==> config.mk <==
export PLATFORM = sky130hd
export DESIGN_NAME = bank_precharge_sched
export DESIGN_NICKNAME = d
export VERILOG_FILES = /design/src/rtl/bank_precharge_pkg.sv /design/src/rtl/bank_precharge_dp.sv /design/src/rtl/bank_precharge_ctrl.sv /design/src/rtl/bank_precharge_sched.sv
export SDC_FILE = /design/constraint.sdc
export NUM_CORES = 1
export LEC_CHECK = 0
export BUFFER_PORTS_ARGS = -buffer_cell sky130_fd_sc_hd__buf_2
export CAP_MARGIN = 10
export CORE_MARGIN = 3
export CORE_UTILIZATION = 55
export CTS_CLUSTER_DIAMETER = 40
export DETAILED_ROUTE_END_ITERATION = 7
export PLACE_DENSITY = 0.79
export RECOVER_POWER = 100
export SYNTH_ARGS = -nofsm -noshare
export SYNTH_HDL_FRONTEND = slang
export SYNTH_SLANG_ARGS = --single-unit
==> constraint.sdc <==
create_clock -name clk -period 5.38 [get_ports clk]
set_input_delay 0.807 -clock clk [delete_from_list [all_inputs] [get_ports clk]]
set_output_delay 0.807 -clock clk [all_outputs]
set_load 0.02 [all_outputs]
==> src/rtl/bank_precharge_pkg.sv <==
package bank_precharge_pkg;
  localparam int NUM_BANKS = 2;

  // Issue strobes from control to the pin datapath.
  typedef struct packed {
    logic fireB;
    logic fireA;
  } sched_strobe_t;
endpackage

==> src/rtl/bank_precharge_dp.sv <==
module bank_precharge_dp
  import bank_precharge_pkg::*;
#(
  parameter int BL_W = 4,
  parameter int TWR  = 2
) (
  input  logic                 clk,
  input  logic                 rstN,
  input  logic                 accWrite,
  input  logic                 accAuto,
  input  logic [1:0]           casLat,
  input  logic [BL_W-1:0]      burstLen,
  input  logic [NUM_BANKS-1:0] loadMask,
  input  sched_strobe_t        strobe,
  output logic [NUM_BANKS-1:0] ready,
  output logic                 rasN,
  output logic                 casN,
  output logic                 weN,
  output logic                 a10,
  output logic                 a11
);
  localparam int CNT_W = $clog2((1 << BL_W) + TWR + 2);

  logic [CNT_W-1:0] blExt;
  logic [CNT_W-1:0] cl3;
  logic [CNT_W-1:0] dNow;

  // Cycles from the access to its first legal precharge cycle
  always_comb begin
    blExt = CNT_W'(burstLen);
    cl3   = CNT_W'(casLat == 2'd3);
    if (!accWrite) dNow = accAuto ? blExt : blExt + cl3;
    else           dNow = accAuto ? blExt + cl3 : blExt + CNT_W'(TWR) - CNT_W'(1);
  end

  for (genvar b = 0; b < NUM_BANKS; b++) begin : g_bank
    logic [CNT_W-1:0] holdCnt;
    always_ff @(posedge clk) begin
      if (!rstN)                  holdCnt <= '0;
      else if (loadMask[b])       holdCnt <= dNow - CNT_W'(1);
      else if (holdCnt != '0)     holdCnt <= holdCnt - CNT_W'(1);
    end
    // Ready means a command decided now lands in a legal cycle
    assign ready[b] = loadMask[b] ? (dNow <= CNT_W'(1)) : (holdCnt <= CNT_W'(1));
  end

  always_ff @(posedge clk) begin
    if (!rstN) begin
      rasN <= 1'b1; casN <= 1'b1; weN <= 1'b1; a10 <= 1'b0; a11 <= 1'b0;
    end else if (strobe.fireA || strobe.fireB) begin
      rasN <= 1'b0; casN <= 1'b1; weN <= 1'b0;
      a10  <= strobe.fireA && strobe.fireB;
      a11  <= strobe.fireB && !strobe.fireA;
    end else begin
      rasN <= 1'b1; casN <= 1'b1; weN <= 1'b1; a10 <= 1'b0; a11 <= 1'b0;
    end
  end
endmodule

==> src/rtl/bank_precharge_ctrl.sv <==
module bank_precharge_ctrl
  import bank_precharge_pkg::*;
(
  input  logic                 clk,
  input  logic                 rstN,
  input  logic                 actValid,
  input  logic                 actBank,
  input  logic                 accValid,
  input  logic                 accBank,
  input  logic                 accAuto,
  input  logic                 preReq,
  input  logic                 preAll,
  input  logic                 preBank,
  input  logic                 pdReq,
  input  logic [NUM_BANKS-1:0] ready,
  output logic [NUM_BANKS-1:0] loadMask,
  output sched_strobe_t        strobe,
  output logic [NUM_BANKS-1:0] bankOpen,
  output logic                 pdGrant
);
  logic [NUM_BANKS-1:0] openQ, pendQ, autoQ;
  logic [NUM_BANKS-1:0] actBit, accBit, reqBit, want, fire, autoAll, autoClose;
  logic live, idle;

  always_comb begin
    live      = !pdGrant;
    actBit    = actValid ? (actBank ? 2'b10 : 2'b01) : 2'b00;
    accBit    = accValid ? (accBank ? 2'b10 : 2'b01) : 2'b00;
    reqBit    = !preReq ? 2'b00 : preAll ? 2'b11 : (preBank ? 2'b10 : 2'b01);
    want      = pendQ | reqBit;
    fire      = live ? (want & ready) : 2'b00;
    autoAll   = autoQ | (accAuto ? accBit : 2'b00);
    autoClose = live ? (autoAll & ready) : 2'b00;
    loadMask  = live ? accBit : 2'b00;
    idle      = (openQ == '0) && (pendQ == '0) && (autoQ == '0) &&
                !actValid && !accValid && !preReq;
    strobe.fireA = fire[0];
    strobe.fireB = fire[1];
  end

  always_ff @(posedge clk) begin
    if (!rstN) begin
      openQ <= '0; pendQ <= '0; autoQ <= '0; pdGrant <= 1'b0;
    end else begin
      if (live) begin
        pendQ <= want & ~fire;
        autoQ <= autoAll & ~ready;
        openQ <= (openQ & ~fire & ~autoClose) | actBit;
      end
      pdGrant <= pdReq && (pdGrant || idle);
    end
  end

  assign bankOpen = openQ;
endmodule

==> src/rtl/bank_precharge_sched.sv <==
module bank_precharge_sched
  import bank_precharge_pkg::*;
#(
  parameter int BL_W = 4,
  parameter int TWR  = 2
) (
  input  logic            clk,
  input  logic            rstN,
  input  logic            actValid,
  input  logic            actBank,
  input  logic            accValid,
  input  logic            accWrite,
  input  logic            accBank,
  input  logic            accAuto,
  input  logic [1:0]      casLat,
  input  logic [BL_W-1:0] burstLen,
  input  logic            preReq,
  input  logic            preAll,
  input  logic            preBank,
  input  logic            pdReq,
  output logic            rasN,
  output logic            casN,
  output logic            weN,
  output logic            a10,
  output logic            a11,
  output logic [1:0]      bankOpen,
  output logic            pdGrant
);
  logic [NUM_BANKS-1:0] ready, loadMask;
  sched_strobe_t        strobe;

  bank_precharge_ctrl i_ctrl (
    .clk(clk), .rstN(rstN), .actValid(actValid), .actBank(actBank),
    .accValid(accValid), .accBank(accBank), .accAuto(accAuto),
    .preReq(preReq), .preAll(preAll), .preBank(preBank), .pdReq(pdReq),
    .ready(ready), .loadMask(loadMask), .strobe(strobe),
    .bankOpen(bankOpen), .pdGrant(pdGrant)
  );

  bank_precharge_dp #(.BL_W(BL_W), .TWR(TWR)) i_dp (
    .clk(clk), .rstN(rstN), .accWrite(accWrite), .accAuto(accAuto),
    .casLat(casLat), .burstLen(burstLen), .loadMask(loadMask),
    .strobe(strobe), .ready(ready),
    .rasN(rasN), .casN(casN), .weN(weN), .a10(a10), .a11(a11)
  );
endmodule

==> results.md <==
* Status: complete, no violations
* WP data arrival at 3270 ps
* Worst-Skew Late Latency at 300 ps
* GRT overflow at 0
* Most used DFF post-synth: dfxtp_1
* Dominant cell type by area after synthesis: dfxtp_1
* Post-CTS Hold Buffers at 0
* Synth Register Bits at 20
* Critical path depth at 10
* Die area at 3370 µm²
* Root buf cell: clkbuf_4
* Largest net degree at the start of global routing at 17
* Ant diodes at 0
* Syn Nets at 208
* Worst R2R End: i_dp.a10
* Crit-path slowest cell: a221oi_1
* CP Capture Type: register
* Worst path cell trace: buf_2 -> and2_0 -> ha_1 -> a221oi_1 -> inv_1 -> ha_1 -> a21oi_2 -> or2_0 -> o21bai_1 -> a32oi_1
* Relative slew slack at 41.9%
* Setup Fix Bufs, Post-CTS at 0
* Final Cycle Share at 56.6%
* Crit path max fanout at 7
* Cell variety after synth at 47
* Drt initial violations at 49
* Area delta synth->final at 6.38%
* Fill count at 249
* Async SR Flop Fraction at 0%
* Slowest Stage Delay on Critical Path at 760 ps
* Hold_sp: i_ctrl.pendQ[1]
* Synthesized area at 1490 µm²
* I/O Pins at 26
* Final worst slack at 2340 ps
* Yosys warns at 0
* Worst reg2reg path startpoint: i_ctrl.pdGrant
* Hold Violations, Final at 0
* Register area at 400 µm²
* Final WL at 3110 µm
* Hold Path Depth at 2
* DR pass1 iterations at 4
* Cell Area, Placed at 1590 µm²
* ANT nets after route at 0
* Top-count cell post-synth: dfxtp_1
* CTS Sinks at 20
* Hold EP: i_ctrl.pendQ[1]
* Startpoint types: primary input
* Cell area after layout at 1590 µm²
* Rows at 18
* CTS Buffer Depth at 2
* Share of the synthesized area in the top cell type at 26.9%
* Peak supply drop at 377 µV
* Post-CTS resize count at 0
* Chip height at 58.1 µm
* Final setup fails at 0
* Max-slew violation count at 0
* XOR/XNOR Fraction of Synth Area at 8.90%
* Syn Area/Cell at 8.33 µm²
* Sequential-to-total area share from yosys stat at 26.9%
* Critical path buffers and inverters at 2
* Core area at 2520 µm²
* Most common library cells after synthesis: 20 x dfxtp_1, 18 x nand2_1, 18 x nor2_1
* Number of max-cap violations at 0
* Residual DRC at 0
* Global-route wire length before repair at 5360 µm
* Initial Util at 59.1%
* CTS tree: done
* Post-Synth Simple-Gate Area at 23.6%
* Ratio of cells with drive above 1 in the final layout at 15.1%
* Post-synthesis mux area share at 2.10%
* Port-buffer cells at 24
* H-Tree Level Count at 1
* Worst-case reg-to-reg path depth at 5
* Adder-Cell Fraction of Synth Area at 9.24%
* Flop2flop setup slack at 3530 ps
* CP startpoint: casLat[0]
* Setup_tns at 0 ps
* RSZ-0062 raised after global routing: false
* Placer Congestion at 0.795
* P_leak at 0.000654 µW
* Worst Hold Class: reg -> reg
* CTS buffer count at 3
* HPWL after detailed placement at 2480 µm
* Vias per cell at 5.75
* Die W at 58.1 µm
* Clock-pin slew on the worst setup and hold paths at 110 ps
* WL per Instance at 13.6 µm
* Setup CP Type: in -> reg
* # nets final at 229
* GR Util All Layers at 19.9%
* Cells after Synth at 179
* CP Data Required Time at 5610 ps
* Critical path's top delay family: compound AO/OA/AOI/OAI gates
* DR vias at 1,317
* Clk_skew at 3.04 ps
* Cell mode on critical path: ha_1
* Pre-CTS setup slack at 2280 ps
* Antenna violations before repair at 0
* Final Power at 712 µW
* Post-synth EDFFs at 0
* F_max at 329 MHz
* Compound-Gate Fraction of Synth Area at 22.8%
* Tmin final at 3040 ps
* PwrDens at 449 nW/µm²
* Largest family of logic cells by synthesized area: simple AND/OR/NAND/NOR gates
* Top cells by area, synth: dfxtp_1 27%, ha_1 9.2%, xnor2_1 4.7%, nand2_1 4.5%, nor2_1 4.5%
* Area of the multi-input gates at 963 µm²
* Vias in the first global route at 1,246
* Util after Layout at 62.8%
* Worst slew pin tran at 871 ps
kinds of logic after synthesis:
group	after synthesis
AOI/OAI and AO/OA	46
xor gates and xnor gates	13
DFF	20
buffers and inverters	17
adders and majority gates	11
muxes	3
and+or+nand+nor	68
other	1
flip-flops by register name, indices dropped and copies added (netlist names):
signal               flops
i_dp.g_bank.holdCnt     10
i_ctrl.autoQ             2
i_ctrl.bankOpen          2
i_ctrl.pendQ             2
i_ctrl.pdGrant           1
i_dp.a10                 1
i_dp.a11                 1
i_dp.rasN                1
report_power, final:
group / leakage [µW] / total, µW / internal (µW) / switching, µW
Clock: 0.0000210 / 87.1 / 41.3 / 45.8
Sequential: 0.000165 / 243 / 198 / 44.8
Combinational: 0.000468 / 382 / 165 / 217
worst max path at each step:
stage	end
floorplan	i_dp.a11
global placement	i_dp.a10
detailed placement	i_dp.a10
CTS	i_dp.rasN
global route	i_dp.rasN
finish	i_dp.rasN
placed cells by master, fill, tap and decap left out, drive strengths merged, types with 4 or more instances in the layout:
| cell | n |
|---|---|
| a211oi | 7 |
| dfxtp | 20 |
| nor2 | 18 |
| nand2 | 18 |
| xnor2 | 9 |
| inv | 8 |
| a21oi | 10 |
| xor2 | 4 |
| ha | 11 |
| nor3 | 5 |
| o21ai | 11 |
| clkbuf | 12 |
| buf | 17 |
| nor2b | 4 |
| a21boi | 5 |
layout make-up:
| type | instances | area share [%] |
|---|---|---|
| multi-input combinational | 142 | 60.8 |
| tap | 30 | 2.37 |
| clock buffer | 4 | 2.29 |
| sequential | 20 | 25.3 |
| inverter | 8 | 1.89 |
| timing repair buffer | 25 | 7.42 |
through the flow:
stage / std cells / hold slack, ps
finish: 229 / 499
global route: 229 / 531
CTS: 229 / 501
detailed placement: 225 / 486
global placement: 225 / 475
floorplan: 179 / 461
tightest hold or removal path, stage by stage (launching register included):
cell      delay [ps]
dfxtp_1          340
nand2_1           60
a21boi_0          70
per-layer routing:
metal / wire length [µm] / global-route usage (%) / share of wire (%) / vias to the layer above
met4: 13 / 3.97 / 0.42 / 0
met2: 1590 / 34.8 / 51 / 26
met5: 0 / 0 / 0 / -
met1: 1410 / 25.0 / 45 / 626
met3: 95 / 4.23 / 3.1 / 2
li1: - / - / - / 663
No activity file was read; power rests on OpenSTA's default activity.
